$ cat src/rtl/shift_alu_pkg.sv
package shift_alu_pkg;

    typedef enum logic [3:0] {
        OP_MOV  = 4'd0,
        OP_MVN  = 4'd1,
        OP_ADD  = 4'd2,
        OP_SUB  = 4'd3,
        OP_RSB  = 4'd4,
        OP_AND  = 4'd5,
        OP_ORR  = 4'd6,
        OP_EOR  = 4'd7,
        OP_BIC  = 4'd8,
        OP_CMP  = 4'd9,
        OP_TST  = 4'd10,
        OP_TEQ  = 4'd11,
        OP_QADD = 4'd12
    } alu_op_e;

    typedef enum logic [1:0] {
        SH_LSL = 2'd0,
        SH_LSR = 2'd1,
        SH_ASR = 2'd2,
        SH_ROR = 2'd3
    } shift_e;

    typedef struct packed {
        logic n;
        logic z;
        logic c;
        logic v;
    } nzcv_t;

    // flag-only forms: result discarded
    function automatic logic op_is_test(alu_op_e op);
        return (op == OP_CMP) || (op == OP_TST) || (op == OP_TEQ);
    endfunction

    // operations whose C comes from the shifter
    function automatic logic op_is_logical(alu_op_e op);
        return (op == OP_MOV) || (op == OP_MVN) || (op == OP_AND) ||
               (op == OP_ORR) || (op == OP_EOR) || (op == OP_BIC) ||
               (op == OP_TST) || (op == OP_TEQ);
    endfunction

    // operations whose C and V come from the adder
    function automatic logic op_is_arith(alu_op_e op);
        return (op == OP_ADD) || (op == OP_SUB) || (op == OP_RSB) ||
               (op == OP_CMP);
    endfunction

endpackage

$ cat src/rtl/alu_shifter.sv
module alu_shifter
    import shift_alu_pkg::*;
#(
    parameter int W = 32,
    localparam int SHW = $clog2(W)
) (
    input  logic [W-1:0]   din,
    input  shift_e         kind,
    input  logic [SHW-1:0] amt,
    input  logic           c_in,
    output logic [W-1:0]   dout,
    output logic           c_out
);
    always_comb begin
        int n;
        n     = int'(amt);
        dout  = din;
        c_out = c_in;
        if (n != 0) begin
            unique case (kind)
                SH_LSL: begin
                    dout  = din << n;
                    c_out = din[W - n];
                end
                SH_LSR: begin
                    dout  = din >> n;
                    c_out = din[n - 1];
                end
                SH_ASR: begin
                    dout  = $signed(din) >>> n;
                    c_out = din[n - 1];
                end
                SH_ROR: begin
                    dout  = (din >> n) | (din << (W - n));
                    c_out = din[n - 1];
                end
            endcase
        end
    end
endmodule

$ cat src/rtl/alu_adder.sv
module alu_adder #(
    parameter int W = 32
) (
    input  logic [W-1:0] x,
    input  logic [W-1:0] y,
    input  logic         cin,
    output logic [W-1:0] sum,
    output logic         cout,
    output logic         ovf
);
    logic [W:0] full;

    always_comb begin
        full = {1'b0, x} + {1'b0, y} + {{W{1'b0}}, cin};
        sum  = full[W-1:0];
        cout = full[W];
        ovf  = (x[W-1] == y[W-1]) && (sum[W-1] != x[W-1]);
    end
endmodule

$ cat src/rtl/alu_logic.sv
module alu_logic
    import shift_alu_pkg::*;
#(
    parameter int W = 32
) (
    input  alu_op_e      op,
    input  logic [W-1:0] a,
    input  logic [W-1:0] s,
    output logic [W-1:0] y
);
    always_comb begin
        unique case (op)
            OP_MOV:          y = s;
            OP_MVN:          y = ~s;
            OP_AND, OP_TST:  y = a & s;
            OP_ORR:          y = a | s;
            OP_EOR, OP_TEQ:  y = a ^ s;
            OP_BIC:          y = a & ~s;
            default:         y = '0;
        endcase
    end
endmodule

$ cat src/rtl/shift_alu.sv
module shift_alu
    import shift_alu_pkg::*;
#(
    parameter int W = 32,
    localparam int SHW = $clog2(W)
) (
    input  logic [3:0]     op_i,
    input  logic [W-1:0]   opa_i,
    input  logic [W-1:0]   opb_i,
    input  logic [1:0]     sh_type_i,
    input  logic [SHW-1:0] sh_amt_i,
    input  logic           set_flags_i,
    input  logic [3:0]     flags_i,
    input  logic           q_i,
    input  logic           q_clr_i,
    output logic [W-1:0]   result_o,
    output logic           wr_en_o,
    output logic [3:0]     flags_o,
    output logic           q_o
);
    localparam logic [W-1:0] SAT_MAX = {1'b0, {(W-1){1'b1}}};
    localparam logic [W-1:0] SAT_MIN = {1'b1, {(W-1){1'b0}}};

    alu_op_e        op;
    nzcv_t          cur, nxt;
    logic [W-1:0]   shv, logic_y, add_x, add_y, add_s;
    logic           sh_c, add_cin, add_co, add_ov, sat_hit, upd;

    assign op  = alu_op_e'(op_i);
    assign cur = nzcv_t'(flags_i);

    alu_shifter #(.W(W)) u_shift (
        .din   (opb_i),
        .kind  (shift_e'(sh_type_i)),
        .amt   (sh_amt_i),
        .c_in  (cur.c),
        .dout  (shv),
        .c_out (sh_c)
    );

    alu_logic #(.W(W)) u_logic (
        .op (op),
        .a  (opa_i),
        .s  (shv),
        .y  (logic_y)
    );

    // one adder shared by every arithmetic form and the saturating add
    always_comb begin
        unique case (op)
            OP_SUB, OP_CMP: begin add_x = opa_i; add_y = ~shv;   add_cin = 1'b1; end
            OP_RSB:         begin add_x = shv;   add_y = ~opa_i; add_cin = 1'b1; end
            OP_QADD:        begin add_x = opa_i; add_y = opb_i;  add_cin = 1'b0; end
            default:        begin add_x = opa_i; add_y = shv;    add_cin = 1'b0; end
        endcase
    end

    alu_adder #(.W(W)) u_add (
        .x    (add_x),
        .y    (add_y),
        .cin  (add_cin),
        .sum  (add_s),
        .cout (add_co),
        .ovf  (add_ov)
    );

    always_comb begin
        sat_hit = (op == OP_QADD) && add_ov;

        if (op_is_arith(op))
            result_o = add_s;
        else if (op == OP_QADD)
            result_o = sat_hit ? (opa_i[W-1] ? SAT_MIN : SAT_MAX) : add_s;
        else
            result_o = logic_y;

        wr_en_o = (op_is_logical(op) && !op_is_test(op)) ||
                  (op_is_arith(op) && op != OP_CMP) || (op == OP_QADD);

        nxt.n = result_o[W-1];
        nxt.z = (result_o == '0);
        nxt.c = op_is_arith(op) ? add_co : sh_c;
        nxt.v = op_is_arith(op) ? add_ov : cur.v;

        upd     = op_is_test(op) ||
                  (set_flags_i && (op_is_arith(op) || op_is_logical(op)));
        flags_o = upd ? nxt : cur;
        q_o     = (q_i && !q_clr_i) || sat_hit;
    end
endmodule

$ cat config.mk
export PLATFORM = sky130hd
export DESIGN_NAME = shift_alu
export DESIGN_NICKNAME = d
export VERILOG_FILES = /design/src/rtl/shift_alu_pkg.sv /design/src/rtl/alu_shifter.sv /design/src/rtl/alu_adder.sv /design/src/rtl/alu_logic.sv /design/src/rtl/shift_alu.sv
export SDC_FILE = /design/constraint.sdc
export NUM_CORES = 1
export LEC_CHECK = 0
export BUFFER_PORTS_ARGS = -buffer_cell sky130_fd_sc_hd__buf_2
export CAP_MARGIN = 30
export CORE_MARGIN = 8
export CORE_UTILIZATION = 35
export DETAILED_ROUTE_END_ITERATION = 16
export PLACE_DENSITY = 0.55
export SLEW_MARGIN = 20
export SYNTH_ARGS = -nofsm -noshare
export SYNTH_HDL_FRONTEND = slang
export SYNTH_HIERARCHICAL = 1
export SYNTH_SLANG_ARGS = --single-unit
$ cat constraint.sdc
create_clock -name vclk -period 9.5
set_clock_uncertainty 0.2 [all_clocks]
set_input_delay 0.95 -clock vclk [all_inputs]
set_output_delay 0.95 -clock vclk [all_outputs]
set_load 0.1 [all_outputs]
# ---- After elaboration in Yosys (flattened, before gate mapping)
# Cells that the tools add are included.
# Widths: inputs -> output; s select.
dict set report op_classes {
  n_addsub 4
  magnitude_cmp 2
  eq_ne 18
  n_shift 4
  muxes 21
  bitwise 7
  n_reduce_logical 34
}
# cell n
set ops {}
lappend ops {{$mux 32} 6}
lappend ops {{$pmux 32 s6} 1}
lappend ops {{$pmux 32 s4} 1}
lappend ops {{$pmux 32 s3} 1}
lappend ops {{$and 32x32->32} 2}
lappend ops {{$lt 32x7->1 const B} 2}
lappend ops {{$not 32->32} 2}
lappend ops {{$or 32x32->32} 2}
lappend ops {{$add 32x32->33} 1}
lappend ops {{$add 33x1->33} 1}
lappend ops {{$logic_not 32->1} 1}
lappend ops {{$shl 32x32->32} 1}
lappend ops {{$shl 32x5->32} 1}
lappend ops {{$shr 32x5->32} 1}
lappend ops {{$sshr 32x5->32} 1}
lappend ops {{$xor 32x32->32} 1}
lappend ops {{$eq 4x4->1 const B} 5}
lappend ops {{$logic_or 1x1->1} 17}
lappend ops {{$eq 4x3->1 const B} 4}
lappend ops {{$bmux 1 s5} 2}
lappend ops {{$eq 4x2->1 const B} 2}
lappend ops {{$mux 1} 8}
lappend ops {{$sub 6x5->7 const A} 1}
lappend ops {{$logic_and 1x1->1} 6}
lappend ops {{15 further kinds} 20}
dict set report totals {
  reg_bits 0
  inputBits 82
  output_inout_bits 38
}

# ---- Longest topological paths before layout
# Gate-level depths: netlist of run 1.
dict set report logic_depth {
  ltp_word 17
  ltp_mapped 32
  depth_no_buf 26
}

# ---- By module
# The synthesis of run 1 kept the hierarchy.
# mod instances cells_each area_per_inst_um2
set by_module_without_submodules {}
lappend by_module_without_submodules {alu_shifter 1 878 7479.7}
lappend by_module_without_submodules {alu_logic 1 405 2612.5}
lappend by_module_without_submodules {shift_alu 1 428 2115.8}
lappend by_module_without_submodules {alu_adder 1 228 1686.6}

# ---- Worst setup path before layout of run 1
# OpenSTA, ideal clock, no wires.
dict set report synth_timing {
  kind {in2out}
  startpoint {input port sh_amt_i[0]}
  endpoint {output port result_o[18]}
  arrival_ns 8.480
  path_slack_ns -0.130
  stages 26
  path_buffers 5
  path_cell_list {buf_6 > inv_1 > buf_2 > buf_2 > buf_2 > ha_1 > and2_1 > ha_1 > a31oi_1 > nand2_1 > nor3_1 > a221oi_1 > a2bb2oi_1 > o211ai_1 > fa_1 > a211oi_1 > nor2_1 > a221oi_4 > o41ai_4 > a31oi_2 > nand3_1 > nand3_1 > nor3b_4 > clkbuf_1 > a21oi_1 > o21ai_0}
}
dict set report synth_between {
  elab_chain_cells 15
  word_cells_on_any_way 26
  classes_between {add/sub (3); eq/ne (2); shift (4); mux (8); bitwise (6); reduce/logical (3)}
}
# item line
set synth_rtl {}
lappend synth_rtl {{start: declaration} shift_alu.sv:11} ;# input logic [SHW-1:0] sh_amt_i,
lappend synth_rtl {{$sub 6x5->7} alu_shifter.sv:34} ;# dout = (din >> n) | (din << (W - n));
lappend synth_rtl {{$shl 32x32->32} alu_shifter.sv:34}
lappend synth_rtl {{$or 32x32->32} alu_shifter.sv:34}
lappend synth_rtl {{$pmux 32 s4} alu_shifter.sv:20} ;# unique case (kind)
lappend synth_rtl {{$mux 32 (*)} alu_shifter.sv:19} ;# if (n != 0) begin
lappend synth_rtl {{net shv[0]} shift_alu.sv:26} ;# logic [W-1:0] shv, logic_y, add_x, add_y, add_s;
lappend synth_rtl {{$not 32->32} shift_alu.sv:51} ;# OP_SUB, OP_CMP: begin add_x = opa_i; add_y = ~shv; add_cin = 1'b1; end
lappend synth_rtl {{$pmux 32 s3 (*)} shift_alu.sv:50} ;# unique case (op)
lappend synth_rtl {{net add_y[0]} shift_alu.sv:26}
lappend synth_rtl {{[1 not listed]} -}
lappend synth_rtl {{$add 33x1->33 (*)} alu_adder.sv:14} ;# full = {1'b0, x} + {1'b0, y} + {{W{1'b0}}, cin};
lappend synth_rtl {{$ne 1x1->1 (*)} alu_adder.sv:17} ;# ovf = (x[W-1] == y[W-1]) && (sum[W-1] != x[W-1]);
lappend synth_rtl {{$logic_and 1x1->1 (*)} alu_adder.sv:17}
lappend synth_rtl {{net add_ov} shift_alu.sv:27} ;# logic sh_c, add_cin, add_co, add_ov, sat_hit, upd;
lappend synth_rtl {{$logic_and 1x1->1 (*)} shift_alu.sv:68} ;# sat_hit = (op == OP_QADD) && add_ov;
lappend synth_rtl {{$mux 32 (*)} shift_alu.sv:73} ;# result_o = sat_hit ? (opa_i[W-1] ? SAT_MIN : SAT_MAX) : add_s;
lappend synth_rtl {{$mux 32 (*)} shift_alu.sv:72} ;# else if (op == OP_QADD)
lappend synth_rtl {{$mux 32 (*)} shift_alu.sv:70} ;# if (op_is_arith(op))
lappend synth_rtl {{end: declaration} shift_alu.sv:16} ;# output logic [W-1:0] result_o,
# The timed path passes the listed nets; every way through them passes the cells marked *.

# ---- Worst setup path in the final report of run 1
dict set report layout_timing {
  startpoint {input port sh_amt_i[1]}
  endpoint {output port flags_o[2]}
}
dict set report layout_between {
  elab_chain_cells 17
  word_cells_on_any_way 28
  classes_between {add/sub (3); eq/ne (2); shift (4); mux (9); bitwise (6); reduce/logical (4)}
}
# item line
set layout_rtl {}
lappend layout_rtl {{$sub 6x5->7} alu_shifter.sv:34}
lappend layout_rtl {{$shl 32x32->32} alu_shifter.sv:34}
lappend layout_rtl {{$or 32x32->32} alu_shifter.sv:34}
lappend layout_rtl {{$pmux 32 s4} alu_shifter.sv:20}
lappend layout_rtl {{$mux 32 (*)} alu_shifter.sv:19}
lappend layout_rtl {{net shv[28]} shift_alu.sv:26}
lappend layout_rtl {{$not 32->32} shift_alu.sv:51}
lappend layout_rtl {{$pmux 32 s3 (*)} shift_alu.sv:50}
lappend layout_rtl {{net add_y[28]} shift_alu.sv:26}
lappend layout_rtl {{[3 not listed]} -}
lappend layout_rtl {{$logic_and 1x1->1 (*)} alu_adder.sv:17}
lappend layout_rtl {{net add_ov} shift_alu.sv:27}
lappend layout_rtl {{$logic_and 1x1->1 (*)} shift_alu.sv:68}
lappend layout_rtl {{$mux 32 (*)} shift_alu.sv:73}
lappend layout_rtl {{$mux 32 (*)} shift_alu.sv:72}
lappend layout_rtl {{$mux 32 (*)} shift_alu.sv:70}
lappend layout_rtl {{$logic_not 32->1 (*)} shift_alu.sv:81} ;# nxt.z = (result_o == '0);
lappend layout_rtl {{$mux 4 (*)} shift_alu.sv:87} ;# flags_o = upd ? nxt : cur;
lappend layout_rtl {{end: declaration} shift_alu.sv:18} ;# output logic [3:0] flags_o,
# Marked as above.

==> run metrics, run 1 <==
peak per-stage delay on the critical path=~700 ps; endpoints failing setup=0; layout cells sized above 1=21.6%; hold crit path type=in -> out; highest clock rate=roughly 110 MHz; mean area per synthesized cell=slightly above 7 um^2; Nets=~2.1k; Largest delay share family, worst path=compound AO/OA/AOI/OAI gates; Post-Syn Instances=1939; clock buffers=0; status=completed; syn_nets=~2.1k; First-pass DRT Iterations=6; routability cong.=approximately 1.1; remaining antenna violation count=0; DR DRC count=0; library cells used by synthesis=103; grt ovf=0; Routed WL per cell=roughly 33 um; Worst Max-Slew Pin Slew=1010 ps; gr usage total=33.2%; critical path class=in -> out; global-route wire length before repair=between 100000 and 150000 um; Post-CTS Hold Buffers=0; relative slew slack=between 30% and 40%; Row Count=73; CP bufs+invs=3; 1st-iter DRT viols=between 2k and 3k; CORE AREA=around 39000 um^2; initial antenna violation count=3; Worst EP required=~8400 ps; area grow syn2layout=10.5%; Critical Path Sink Type=output port; Syn. warnings=6; FFs & Latches=0; initial core utilization=a little over a third; DR vias/cell=7.01; Final min period=around 9100 ps; Startpoint Class=primary input; Hold Fails Final Rpt=0; IO Port Bufs=between 100 and 150; Detail Placement HPWL=between 60000 and 70000 um; Period Utilization, post-route=95.9%; mapped cell area=around 14000 um^2; Worst EP arrival=between 7000 and 8000 ps; Slew Limit Fails=0; Slowest-stage cell, CP=a32oi_1; Top-Level Pins=120; RSZ-0062 raised after global routing=no; Seq/Total Area, Yosys=0%; pre-CTS WS=around 380 ps; worst setup margin=between 300 and 400 ps; vias in the first global route=around 16k; final wirelength=81700 um; register area=0 um^2; synth top area cells=mux4_2, nand2_1, mux2i_1, ha_1, a21oi_1; Yosys top cell by area=mux4_2; Setup TNS Final=0 ps; Die ar.=46300 um^2; detailed-route via count=roughly 17k; Max-Cap Viols=0; Yosys top cell area share=~18%; Worst Path Max Fanout=a little over 100; die boundary height=215 um; largest net degree at the start of global routing=between 100 and 150; CP Cell Sequence=buf_4 -> buf_12 -> or4_4 -> nand2_2 -> mux4_2 -> nor2_1 -> o221ai_1 -> a32oi_1 -> o211ai_1 -> ha_1 -> a21o_1 -> a21o_1 -> a21oi_1 -> nand3_1 -> o31ai_1 -> a21oi_1 -> nand3_1 -> nor3b_4 -> o21ai_1 -> a221oi_2 -> nand4_1 -> o31ai_2 -> buf_12; Die Width=around 220 um
## cell type report
type / count / area (um^2)
Antenna cell: 1 / 2.50
Inverter: 102 / 383
Multi-Input combinational cell: 1643 / 12600
Fill cell: 4221 / 24100
Timing Repair Buffer: 201 / 1750
Tap cell: 525 / 657
## layout by cell type, fill, tap and decap left out, types with 62 or more instances in the layout
cell type and count:
mux2i_1 84, buf_4 79, ha_1 64, o21ai_0 95
inv_1 97, buf_2 83, nand3_1 62, a21oi_1 139
mux4_2 111, nor2_1 183, nand2_1 250
## metrics by stage
step	hold slack (ps)	util [%]	instance area, um^2	cells
after floorplan	2100	-	13900	1939
after global placement	2080	38.8	15300	2467
after detailed placement	2080	38.8	15300	2468
after CTS	2080	38.8	15300	2468
after global routing	2090	38.9	15400	2471
final	2080	38.9	15400	2472
## cells in the mapped netlist, types with 20 or more instances
cell,n
mux2i_1,84
o211ai_1,50
a211o_1,24
inv_1,98
clkbuf_1,100
a211oi_1,20
mux2_2,50
nand3_1,62
xnor2_1,51
nor3_1,43
o21ai_0,116
nor2_1,185
a21oi_1,139
a21o_1,43
buf_2,45
nand2_1,250
mux4_2,111
ha_1,65
## per-layer routing
layer  global-route usage, %  vias to the layer above  part of all wire [%]
met1                    45.5                     8569                    41
met3                    8.61                      190                    12
li1                        -                     7290                     -
met2                    49.2                     1271                    42
met5                       0                        -                 0.016
met4                    12.7                        2                   4.8
## final timing paths
path | slack [ps] | depth (start not counted) | endpoint | start
hold / removal | 2080 | 3 | q_o | q_clr_i
setup / recovery | 390 | 23 | flags_o[2] | sh_amt_i[1]
## repair_timing
item	4_1_cts	5_1_grt
endpoints found under the setup margin	0	1
resized for setup	0	2
setup buffers	0	0
## logic make-up (layout without fill, tap and decap cells)
family,Yosys count,in the layout,synth area share (%)
buffers and inverters,296,303,9.91
and+or+nand+nor,659,659,21.6
adders and majority gates,67,67,6.14
other,0,1,0
AOI/OAI and AO/OA,609,609,30.3
muxes,245,245,28.1
xor gates and xnor gates,63,63,3.97
==> run 2: changes to the inputs <==
- ABC_AREA: not set -> 1
==> run metrics, run 2 <==
Post-Syn Instances=2741 (+41%); Slowest-stage cell, CP=nand4_2; Slew Limit Fails=0 (unchanged); Post-CTS Hold Buffers=0 (unchanged); VDD IR max=~0.075 mV; largest net degree at the start of global routing=100 (-3.8%); Final Util=39.3% (+0.34 points); mux share of post-synthesis cell area=0.0780% (-28 points); most common cell after layout, fill and taps aside=nand2_1; Post-Synth XOR/XNOR Area=1.63% (-2.3 points); RSZ-0062 raised after global routing=no; Startpoint Class=primary input; Detail Placement HPWL=62100 um (+0.45%); CP most frequent cell=nand2_1; post-synthesis simple-gate area fraction=63.3% (+42 points); Hold Fails Final Rpt=0 (unchanged); Syn. warnings=6 (unchanged); largest family of logic cells by synthesized area=simple AND/OR/NAND/NOR gates; Post-CTS Repair Setup Buffers=0 (unchanged); Post-Synth Adder-Cell Area=6.65% (+0.51 points); syn_nets=2890 (+38%); Worst Max-Slew Pin Slew=903 ps (-106 ps); Yosys top cell by area=nand2_1; initial core utilization=35.3% (+0.098 points); Post-Layout Cell Count=3224 (+30%); count leader, synth=nand2_1; mapped cell area=12800 um^2 (-7.6%); peak per-stage delay on the critical path=500 ps (-200 ps); Critical Path Sink Type=output port; Die Width=207 um (-3.6%); power per cell area=between 100 and 150 nW/um^2; die boundary height=207 um (-3.6%); gr usage total=34.0% (+0.83 points); critical path class=in -> out; Period Utilization, post-route=91.6% (-4.3 points); routability cong.=1.22 (+13%); Top-Level Pins=120 (unchanged); highest clock rate=115 MHz (+4.7%); global-route wire length before repair=114000 um (-3.1%); clock buffers=0 (unchanged); placed cells=3224 (+31%); area grow syn2layout=11.2%; status=completed; Yosys top cell area share=26.9% (+8.9 points); hold depth=3 (unchanged); hold wc startpoint=q_clr_i; Nets=2907 (+39%); CORE AREA=36300 um^2 (-7.9%); DR vias/cell=5.93 (-15%); layout cells sized above 1=8.09% (-13 points); hold crit path type=in -> out; Routed WL per cell=24.0 um (-27%); initial antenna violation count=2 (-1); relative slew slack=39.8% (+7.7 points); most frequent cells after synthesis=nand2_1, nand3_1, inv_1; endpoints failing setup=0 (unchanged); Seq/Total Area, Yosys=0% (unchanged); IO Port Bufs=120 (unchanged); vias in the first global route=18.0k (+12%); Worst Path Max Fanout=34 (-67%); Synth Area in Compound Gates=13.5% (-17 points); detailed-route via count=19.1k (+10%); Largest delay share family, worst path=simple AND/OR/NAND/NOR gates; library cells used by synthesis=48 (-53%); Setup TNS Final=0 ps (unchanged); Worst EP arrival=7550 ps (-410 ps); Final min period=8700 ps (-408 ps); Worst EP required=8350 ps (about the same); most frequent cells in the layout=nand2_1, nand3_1, inv_1; CP bufs+invs=10 (+7); 1st-iter DRT viols=2159 (-17%); Die ar.=43100 um^2 (-7.1%); First-pass DRT Iterations=6 (unchanged); diodes inserted=0 (-1); Leakage=roughly 7.9 nW; remaining antenna violation count=0 (unchanged); DR DRC count=0 (unchanged); Hold EP=q_o; synth top area cells=nand2_1, nand3_1, inv_1, nor2_1, ha_1; Row Count=70 (-4.1%); register area=0 um^2 (unchanged); grt ovf=0 (unchanged); Max-Cap Viols=0 (unchanged); FFs & Latches=0 (unchanged); final wirelength=77300 um (-5.4%); mean area per synthesized cell=4.68 um^2 (-35%)
-- run 2: cell types whose count changed after synthesis, moves of 22 or more --
cell | before | now
a21o_1 | 43 | 2
a211o_1 | 24 | 0
mux4_2 | 111 | 0
xnor2_1 | 51 | 1
inv_1 | 98 | 316
mux2_2 | 50 | 0
nand2_1 | 250 | 920
mux2i_1 | 84 | 1
clkbuf_1 | 100 | 66
o21ai_0 | 116 | 94
nand3_1 | 62 | 631
nor3_1 | 43 | 9
a21oi_1 | 139 | 85
nor2_1 | 185 | 240
-- run 2: how the worst max path moves through the flow --
stage,from,endpoint,depth (start not counted)
final,sh_amt_i[0],flags_o[2],40
after global routing,sh_amt_i[0],flags_o[2],42
after CTS,sh_amt_i[0],flags_o[2],42
after detailed placement,sh_amt_i[0],flags_o[2],42
after global placement,sh_amt_i[0],flags_o[2],40
after floorplan,sh_amt_i[1],flags_o[2],34
-- run 2: layer usage --
| layer | track usage (%) | up-vias | wire length [um] |
|---|---|---|---|
| li1 | - | 8983 | - |
| met1 | 41.1 | 8796 | 30100 |
| met2 | 56.2 | 1112 | 34700 |
| met3 | 4.86 | 233 | 6550 |
| met4 | 21.8 | 0 | 5900 |
| met5 | 0 | - | 0 |
-- run 2: logic make-up (layout without fill, tap and decap cells) --
kind of cell               after synthesis  count (layout)
and+or+nand+nor                       1884            1884
buffers and inverters                  477             492
AOI/OAI and AO/OA                      289             289
xor gates and xnor gates                23              23
muxes                                    1               1
adders and majority gates               67              67
-- run 2: what timing repair did --
item / 4_1_cts / 5_1_grt
endpoints found under the setup margin: 0 / 1
endpoints found under the hold margin: 0 / 0
resized for setup: 0 / 1
-- run 2: area by class of cell --
| cell class | instances | area, um^2 |
|---|---|---|
| Fill cell | 4307 | 22100 |
| Multi-Input combinational cell | 2264 | 11000 |
| Tap cell | 468 | 586 |
| Inverter | 329 | 1230 |
| Timing Repair Buffer | 163 | 1480 |
-- run 2: stage by stage --
stage                     power [mW]  hold slack, ps  instance area, um^2  setup WS (ps)
after floorplan                 1.08            2190                12800            295
after global placement          1.69            2060                14200            697
after detailed placement        1.69            2060                14300            706
after CTS                       1.70            2060                14300            686
after global routing            1.84            2070                14300            228
final                           1.74            2060                14300            796
-- run 2: power by group --
group          leakage, nW  internal [mW]  switching (mW)
clock network            0              0               0
logic                 7.93          0.482            1.26
registers                0              0               0
total                 7.93          0.482            1.26
(Power assumes the default switching activity.)
==> run 3: changes to the inputs <==
--- a/config.mk
+++ b/config.mk
@@ -7,10 +7,12 @@
 export LEC_CHECK = 0
 export ABC_AREA = 1
-export BUFFER_PORTS_ARGS = -buffer_cell sky130_fd_sc_hd__buf_2
+export BUFFER_PORTS_ARGS = -buffer_cell sky130_fd_sc_hd__buf_4
 export CAP_MARGIN = 30
+export CELL_PAD_IN_SITES_DETAIL_PLACEMENT = 0
+export CELL_PAD_IN_SITES_GLOBAL_PLACEMENT = 2
 export CORE_MARGIN = 8
-export CORE_UTILIZATION = 35
+export CORE_UTILIZATION = 30
 export DETAILED_ROUTE_END_ITERATION = 16
-export PLACE_DENSITY = 0.55
+export PLACE_DENSITY = 0.87
 export SLEW_MARGIN = 20
 export SYNTH_ARGS = -nofsm -noshare
==> constraint.sdc (replaced) <==
create_clock -name vclk -period 9.5
set_clock_uncertainty 0.2 [all_clocks]
set_input_delay 1.9 -clock vclk [all_inputs]
set_output_delay 1.9 -clock vclk [all_outputs]
set_load 0.1 [all_outputs]
==> run metrics, run 3 (same netlist as run 2, synthesis figures left out) <==
status=completed; hold crit path type=in -> out; internal power=0.623 mW (+29%); Final min period=9160 ps (+457 ps); Leakage=9.21 nW (+16%); Area after DPL=16200 um^2 (+13%); Psw=1.30 mW (+3.7%); gr usage total=32.9% (-1.2 points); CP bufs+invs=9 (-1); Period Utilization, post-route=96.4% (+4.8 points); highest clock rate=109 MHz (-5.0%); layout cells sized above 1=17.9% (+9.8 points); Comb power frac=100.0% (about the same); endpoints failing setup=0 (unchanged); Routed WL per cell=24.2 um (+0.87%); routability cong.=1.03 (-16%); Top-Level Pins=120 (unchanged); Clock power frac=0% (unchanged); Setup TNS Final=0 ps (unchanged); global-route wire length before repair=125000 um (+9.9%); 1st-iter DRT viols=2210 (+2.4%); final wirelength=86000 um (+11%); Worst EP arrival=7060 ps (-490 ps); clock buffers=0 (unchanged); most frequent cells in the layout=nand2_1, nand3_1, buf_4; die boundary height=223 um (+7.4%); largest net degree at the start of global routing=69 (-31%); critical path class=in -> out; worst setup margin=338 ps (-457 ps); VDD IR max=0.144 mV (+93%); initial core utilization=30.5% (-4.8 points); diodes inserted=0 (unchanged); Worst EP required=7400 ps (-950 ps); area grow syn2layout=28.2%; register area=0 um^2 (unchanged); power per cell area=117 nW/um^2 (-3.9%); initial antenna violation count=1 (-1); pre-CTS WS=-22.0 ps (-728 ps); relative slew slack=34.3% (-5.5 points); Critical Path Sink Type=output port; Die Width=223 um (+7.4%); Largest delay share family, worst path=simple AND/OR/NAND/NOR gates; IO Port Bufs=120 (unchanged); Worst Max-Slew Pin Slew=985 ps (+82.0 ps); Row Count=75 (+7.1%); Hold Fails Final Rpt=0 (unchanged); CP most frequent cell=nand2_1; Slew Limit Fails=0 (unchanged); remaining antenna violation count=0 (unchanged); detailed-route via count=20.1k (+5.3%); Worst Path Max Fanout=12 (-65%); First-pass DRT Iterations=6 (unchanged); Detail Placement HPWL=70500 um (+14%); Final Util=39.1% (-0.20 points); CORE AREA=42100 um^2 (+16%); Die ar.=49700 um^2 (+15%); Startpoint Class=primary input; Slowest-stage cell, CP=fa_1; Nets=3167 (+8.9%); peak per-stage delay on the critical path=470 ps (-30 ps); DR DRC count=0 (unchanged); grt ovf=0 (unchanged); sw frac=67.6% (-4.6 points); area of the multi-input gates=11200 um^2 (+1.9%); vias in the first global route=19.4k (+7.4%); Max-Cap Viols=0 (unchanged); FFs & Latches=0 (unchanged); Flop pwr share=0% (unchanged); most common cell after layout, fill and taps aside=nand2_1; final non-filler cell area=16500 um^2 (+15%); DR vias/cell=5.66 (-4.5%); Layout fillers=5027 (+17%)
[run 3: cell count changes in the layout (fill, tap and decap cells not counted), sizes merged]
cell and delta:
buf +258, clkbuf +2
[run 3: area by class of cell]
cell class                      count  area share [%]
Multi-Input combinational cell   2264            67.9
Inverter                          329            7.51
Timing Repair Buffer              423            20.5
Tap cell                          539            4.10
[run 3: path summary, 6_finish.rpt]
kind | start | cells after the start | slack (ps) | end
worst min-delay path | q_clr_i | 3 | 3970 | q_o
worst max-delay path | sh_amt_i[0] | 35 | 340 | flags_o[2]
[run 3: layer usage]
| metal | wire length [um] | GRT usage [%] |
|---|---|---|
| met4 | 5550 | 17.2 |
| met1 | 35100 | 40.6 |
| met3 | 6650 | 4.97 |
| met5 | 85 | 1.31 |
| met2 | 38700 | 54.5 |
[run 3: per-stage QoR]
step	instances	power (mW)	hold slack, ps
detailed placement	3545	1.86	3970
floorplan	2741	1.09	3960
global route	3555	2.05	3970
global placement	3545	1.86	3960
CTS	3545	1.87	3970
finish	3555	1.92	3970
[run 3: power groups by stage]
| stage | clock [mW] | sequential, mW | combinational, mW |
|---|---|---|---|
| CTS | 0 | 0 | 1.87 |
| global route | 0 | 0 | 2.05 |
| floorplan | 0 | 0 | 1.09 |
| finish | 0 | 0 | 1.92 |
| global placement | 0 | 0 | 1.86 |
| detailed placement | 0 | 0 | 1.86 |
[run 3: what timing repair did]
action                                  in CTS  in global routing
buffers inserted                             0                  8
gates resized for setup                      1                 47
pin swaps                                    0                 14
cloned                                       0                  2
hold buffers                                 0                  0
endpoints found under the setup margin       1                 34
